`config.mk`:
```
export PLATFORM = sky130hd
export DESIGN_NAME = strMatchCam
export DESIGN_NICKNAME = d
export VERILOG_FILES = /design/src/rtl/camPkg.sv /design/src/rtl/camControl.sv /design/src/rtl/camDatapath.sv /design/src/rtl/strMatchCam.sv
export SDC_FILE = /design/constraint.sdc
export NUM_CORES = 1
export LEC_CHECK = 0
export CORE_ASPECT_RATIO = 0.5
export CORE_MARGIN = 2
export CORE_UTILIZATION = 55
export DETAILED_ROUTE_END_ITERATION = 6
export PLACE_DENSITY = 0.75
export SLEW_MARGIN = 20
export SYNTH_ARGS = -nofsm -noshare
export SYNTH_HDL_FRONTEND = slang
export SYNTH_HIERARCHICAL = 1
export SYNTH_SLANG_ARGS = --single-unit
```
`constraint.sdc`:
```
create_clock -name clk -period 2.9 [get_ports clk]
set_input_delay 0.435 -clock clk [delete_from_list [all_inputs] [get_ports clk]]
set_output_delay 0.435 -clock clk [all_outputs]
set_load 0.01 [all_outputs]
```
`src/rtl/camPkg.sv`:
```
package camPkg;

  // Strobes handed from control to datapath each cycle
  typedef struct packed {
    logic evalEn;   // registered match enable, aligned with the shift register
    logic wrValid;  // write request that passed range checks
  } camStrobe_t;

endpackage

```
`src/rtl/camControl.sv`:
```
module camControl
  import camPkg::*;
#(
  parameter int NUM_WORDS = 5,
  parameter int WORD_LEN [NUM_WORDS] = '{default: 4},
  parameter int AW = 3,
  parameter int IW = 4
) (
  input  logic          clk,
  input  logic          rst,
  input  logic          matchEn,
  input  logic          wrEn,
  input  logic [AW-1:0] wrWord,
  input  logic [IW-1:0] wrIdx,
  output camStrobe_t    strobe
);

  logic enReg;
  logic wrOk;

  always_ff @(posedge clk) begin
    if (rst) enReg <= 1'b0;
    else     enReg <= matchEn;
  end

  // A write is accepted only for an existing word and a byte inside its length
  always_comb begin
    wrOk = 1'b0;
    for (int w = 0; w < NUM_WORDS; w++) begin
      if (wrWord == AW'(w) && int'(wrIdx) < WORD_LEN[w]) wrOk = 1'b1;
    end
  end

  assign strobe.evalEn  = enReg;
  assign strobe.wrValid = wrEn & wrOk;

endmodule

```
`src/rtl/camDatapath.sv`:
```
module camDatapath
  import camPkg::*;
#(
  parameter int NUM_WORDS = 5,
  parameter int WORD_LEN [NUM_WORDS] = '{default: 4},
  parameter int DEPTH = 9,
  parameter int AW = 3,
  parameter int IW = 4
) (
  input  logic          clk,
  input  logic          rst,
  input  camStrobe_t    strobe,
  input  logic [7:0]    dataIn,
  input  logic [AW-1:0] wrWord,
  input  logic [IW-1:0] wrIdx,
  input  logic [7:0]    wrData,
  output logic          matchOut,
  output logic [AW-1:0] addrOut
);

  logic [7:0] taps [DEPTH];
  logic [NUM_WORDS-1:0] wordHit;
  logic          anyHit;
  logic [AW-1:0] hitIdx;

  // Tap 0 holds the newest byte
  always_ff @(posedge clk) begin
    if (rst) begin
      for (int i = 0; i < DEPTH; i++) taps[i] <= 8'd0;
    end else begin
      taps[0] <= dataIn;
      for (int i = 1; i < DEPTH; i++) taps[i] <= taps[i-1];
    end
  end

  for (genvar w = 0; w < NUM_WORDS; w++) begin : gWord
    localparam int LEN = WORD_LEN[w];
    logic [7:0] store [DEPTH];

    always_ff @(posedge clk) begin
      if (strobe.wrValid && wrWord == AW'(w)) store[wrIdx] <= wrData;
    end

    // Chain of byte compares seeded by the enable
    always_comb begin
      wordHit[w] = strobe.evalEn;
      for (int j = 0; j < LEN; j++) begin
        wordHit[w] = wordHit[w] & (store[j] == taps[LEN-1-j]);
      end
    end
  end

  // Priority encoder: lowest index wins, zero when nothing hits
  always_comb begin
    anyHit = 1'b0;
    hitIdx = '0;
    for (int w = NUM_WORDS - 1; w >= 0; w--) begin
      if (wordHit[w]) begin
        anyHit = 1'b1;
        hitIdx = AW'(w);
      end
    end
  end

  always_ff @(posedge clk) begin
    if (rst) begin
      matchOut <= 1'b0;
      addrOut  <= '0;
    end else begin
      matchOut <= anyHit;
      addrOut  <= hitIdx;
    end
  end

endmodule

```
`src/rtl/strMatchCam.sv`:
```
module strMatchCam
  import camPkg::*;
#(
  parameter int NUM_WORDS = 5,
  parameter int WORD_LEN [NUM_WORDS] = '{5, 9, 4, 6, 4},
  parameter int DEPTH = 9,
  localparam int AW = (NUM_WORDS > 1) ? $clog2(NUM_WORDS) : 1,
  localparam int IW = (DEPTH > 1) ? $clog2(DEPTH) : 1
) (
  input  logic          clk,
  input  logic          rst,
  input  logic [7:0]    dataIn,
  input  logic          matchEn,
  input  logic          wrEn,
  input  logic [AW-1:0] wrWord,
  input  logic [IW-1:0] wrIdx,
  input  logic [7:0]    wrData,
  output logic          matchOut,
  output logic [AW-1:0] addrOut
);

  camStrobe_t strobe;

  camControl #(
    .NUM_WORDS(NUM_WORDS), .WORD_LEN(WORD_LEN), .AW(AW), .IW(IW)
  ) uCtrl (
    .clk(clk), .rst(rst), .matchEn(matchEn), .wrEn(wrEn),
    .wrWord(wrWord), .wrIdx(wrIdx), .strobe(strobe)
  );

  camDatapath #(
    .NUM_WORDS(NUM_WORDS), .WORD_LEN(WORD_LEN), .DEPTH(DEPTH), .AW(AW), .IW(IW)
  ) uDp (
    .clk(clk), .rst(rst), .strobe(strobe), .dataIn(dataIn),
    .wrWord(wrWord), .wrIdx(wrIdx), .wrData(wrData),
    .matchOut(matchOut), .addrOut(addrOut)
  );

endmodule

```
==> flow_summary.toml <==
[outcome]
status = "finished clean"

[setup_path]
cp_data_required_time_ns = 3.35
critPathMaxStageDelay_ns = 0.68
r2r-end = "uDp/addrOut[2]"
start_kind = "flip-flop"
path_class = "reg -> reg"
crit_chain = "xnor2_1, nand4_1, nor4_1, nand4_1, or4_4, nor4b_4"
reg2regPathDepth = 6
cp_slowest_cell = "dfxtp_1"
critPathCaptureType = "flip-flop"
critPathArrivalTime_ns = 2.97
crit_top_cell = "nand4_1"
crit_family = "simple AND/OR/NAND/NOR gates"
rrSetupSlack_ns = 0.38
r2r_start = "uDp/taps[0][15]"
cp_max_fo = 5
critPathBufInv = 0

[clock_network]
clockBufferDepth = 3
cts-resized-gates = 0
cts_buffers = 26
cts-root-buf = "clkbuf_16"
clk_pin_slew_ns = 0.07
htreeDepth = 1
cts_tree = "done"
hold_buffers = 0
clock_sinks = 301
post_cts_buffers = 0
insertion_delay_ns = 0.53

[min_path]
min_to = "uDp/taps[1][12]"
holdPathStages = 2
worstHoldStart = "rst"
hold_path_class = "in -> reg"

[synth]
yosysWarnings = 6
yosysTopAreaCell = "edfxtp_1"
ys_seq_area_share_pct = 69.93
syn-num-nets = 831
synth_ff_type = "edfxtp_1"
synth_top_family_by_area = "XOR/XNOR gates"
yosysUniqueCellTypes = 43
synth_compound_area_share_pct = 1.619
syn_area_per_cell_um2 = 14.70
synth_cells = 804
synth_edf_count = 224
synth_area_mm2 = 0.01182
yosys.area_share.adder_pct = 0
ys_seq_elements = 301
netlist.area_leader.share_pct = 56.89
synth_mux_area_share_pct = 0
synth-xor-area-share_pct = 15.51
synth_simple_gate_area_share_pct = 10.30
synthArstFlopShare_pct = 0
yosys-top-cells-area = "edfxtp_1 57%, dfxtp_1 13%, xnor2_1 9.6%"

[power_and_ir_drop]
total_power_mw = 8.372
ir_worst_vdd_v = 0.0003522
power_leakage_nw = 4.648
powerDensity_mw_per_mm2 = 612.2

[detailed_routing]
via_count = 7074
routed_wl_um = 31650
dr_wl_met3_um = 4182
routedWlPerCell_um = 26.48
drc_errors = 0
ant_nets = 0
drt_iter0_drc = 985
viasPerCell = 5.920
met2WireLength_um = 13770
first_pass_iters = 5
wirelength_met1_um = 12640
highest_layer = "met4"

[finish]
final_cell_mix = "224 x edfxtp_1, 129 x xnor2_1, 79 x buf_4, 77 x dfxtp_1, 73 x xor2_1"
instances_no_fill = 1195
post-route-cell-area_mm2 = 0.01367
nets = 928
final_core_util_pct = 65.64
nFillCells = 1433
areaGrowthSynthToFinish_pct = 15.66
layout.cells.most_common = "edfxtp_1"
drive_gt1_share_pct = 14.44

[place]
pre_cts_slack_ns = -0.07310
gp_congestion = 0.9556
io_buffers = 30
post-dp-hpwl_um = 21150
placed_area_mm2 = 0.01285
placedCellCount = 1146

[sta]
worst_slew_margin_rel_pct = 56.84
fmax_mhz = 396.4
fin_crit_sh_pct = 87.00
tns_ns = 0
worst_slew_pin_slew_ns = 0.6465
setup_viol = 0
fin_crit_ns = 2.523
worst_hold_slack_ns = 0.4273
rsz0062_at_grt = "no"
setup_ws_ns = 0.3770
clock_skew_ns = 0.01105
hold_viol = 0
drv_slew = 0

[grt]
overflow = 0
grt_max_degree = 49
grt_pass1_vias = 6879
antenna_found_initial = 1
grt_pass1_wl_um = 45510
track_usage_pct = 28.67

[floorplanning]
die_h_um = 107.7
dieWidth_um = 211.3
ios = 31
core-area_mm2 = 0.02083
die_area_mm2 = 0.02276
placementRows = 37
start_util_pct = 56.75

[flow_run]
drv_cap = 0
==> cells in the mapped netlist (2+ instances only) <==
library cell,instances
o21ai_0,4
o2111ai_1,2
nand3b_1,5
inv_1,19
edfxtp_1,224
or3_1,3
o22ai_1,5
dfxtp_1,77
clkbuf_1,16
buf_2,15
a221oi_1,3
nand2b_1,6
xnor2_2,4
nand3_1,10
o2bb2ai_1,2
a21oi_1,3
nand4_1,34
buf_6,8
nor2_1,41
nor4_1,24
a22oi_1,2
nand2_1,6
xnor2_1,129
nor3_1,6
xor2_1,73
and4_1,2
nor2b_1,65
==> layer usage <==
| layer | vias up | track usage (%) |
|---|---|---|
| met2 | 493 | 43.26 |
| met5 | - | 0 |
| li1 | 3027 | - |
| met4 | 0 | 9.306 |
| met3 | 75 | 7.176 |
| met1 | 3479 | 41.12 |
==> worst max path at each step <==
| stage | cells past startpoint | slack, ns | start | end |
|---|---|---|---|---|
| finish | 6 | 0.38 | uDp/taps[0][15] | uDp/addrOut[2] |
| global route | 10 | 0.32 | wrWord[1] | uDp/gWord[1].store[6][1] |
| CTS | 6 | 0.41 | uDp/taps[0][15] | uDp/addrOut[2] |
| detailed placement | 8 | -0.07 | wrWord[1] | uDp/gWord[1].store[6][7] |
| global placement | 8 | -0.009 | wrWord[1] | uDp/gWord[1].store[6][5] |
| floorplan | 5 | 0.02 | wrWord[1] | uDp/gWord[3].store[5][0] |
==> sequential cells by signal, summed over array words and instances, names as in the netlist <==
register	flops
uDp/matchOut	1
uDp/gWord.store	224
uCtrl/enReg	1
uDp/taps	72
uDp/addrOut	3
==> layout make-up <==
| type | count | area [µm²] | area share [%] |
|---|---|---|---|
| Antenna cell | 1 | 2.502 | 0.01830 |
| Timing Repair Buffer | 110 | 908.4 | 6.643 |
| Sequential cell | 301 | 8268 | 60.46 |
| Clock inverter | 12 | 62.56 | 0.4575 |
| Clock buffer | 36 | 762.0 | 5.572 |
| Inverter | 20 | 75.07 | 0.5490 |
| Tap cell | 273 | 341.6 | 2.498 |
| Multi-Input combinational cell | 442 | 3254 | 23.80 |
==> report_power, final <==
part / leakage [nW] / switching [mW] / total (mW) / internal (mW)
sequential: 2.64 / 0.0582 / 4.69 / 4.64
clock: 0.417 / 1.51 / 3.36 / 1.85
combinational: 1.59 / 0.193 / 0.321 / 0.128
total: 4.65 / 1.76 / 8.37 / 6.61
==> cells by family after synthesis <==
family                    after synthesis
AOI/OAI and AO/OA                      26
xor gates and xnor gates              206
buffers and inverters                  61
DFF                                   301
and+or+nand+nor                       210
No activity file was read; power rests on OpenSTA's default activity.
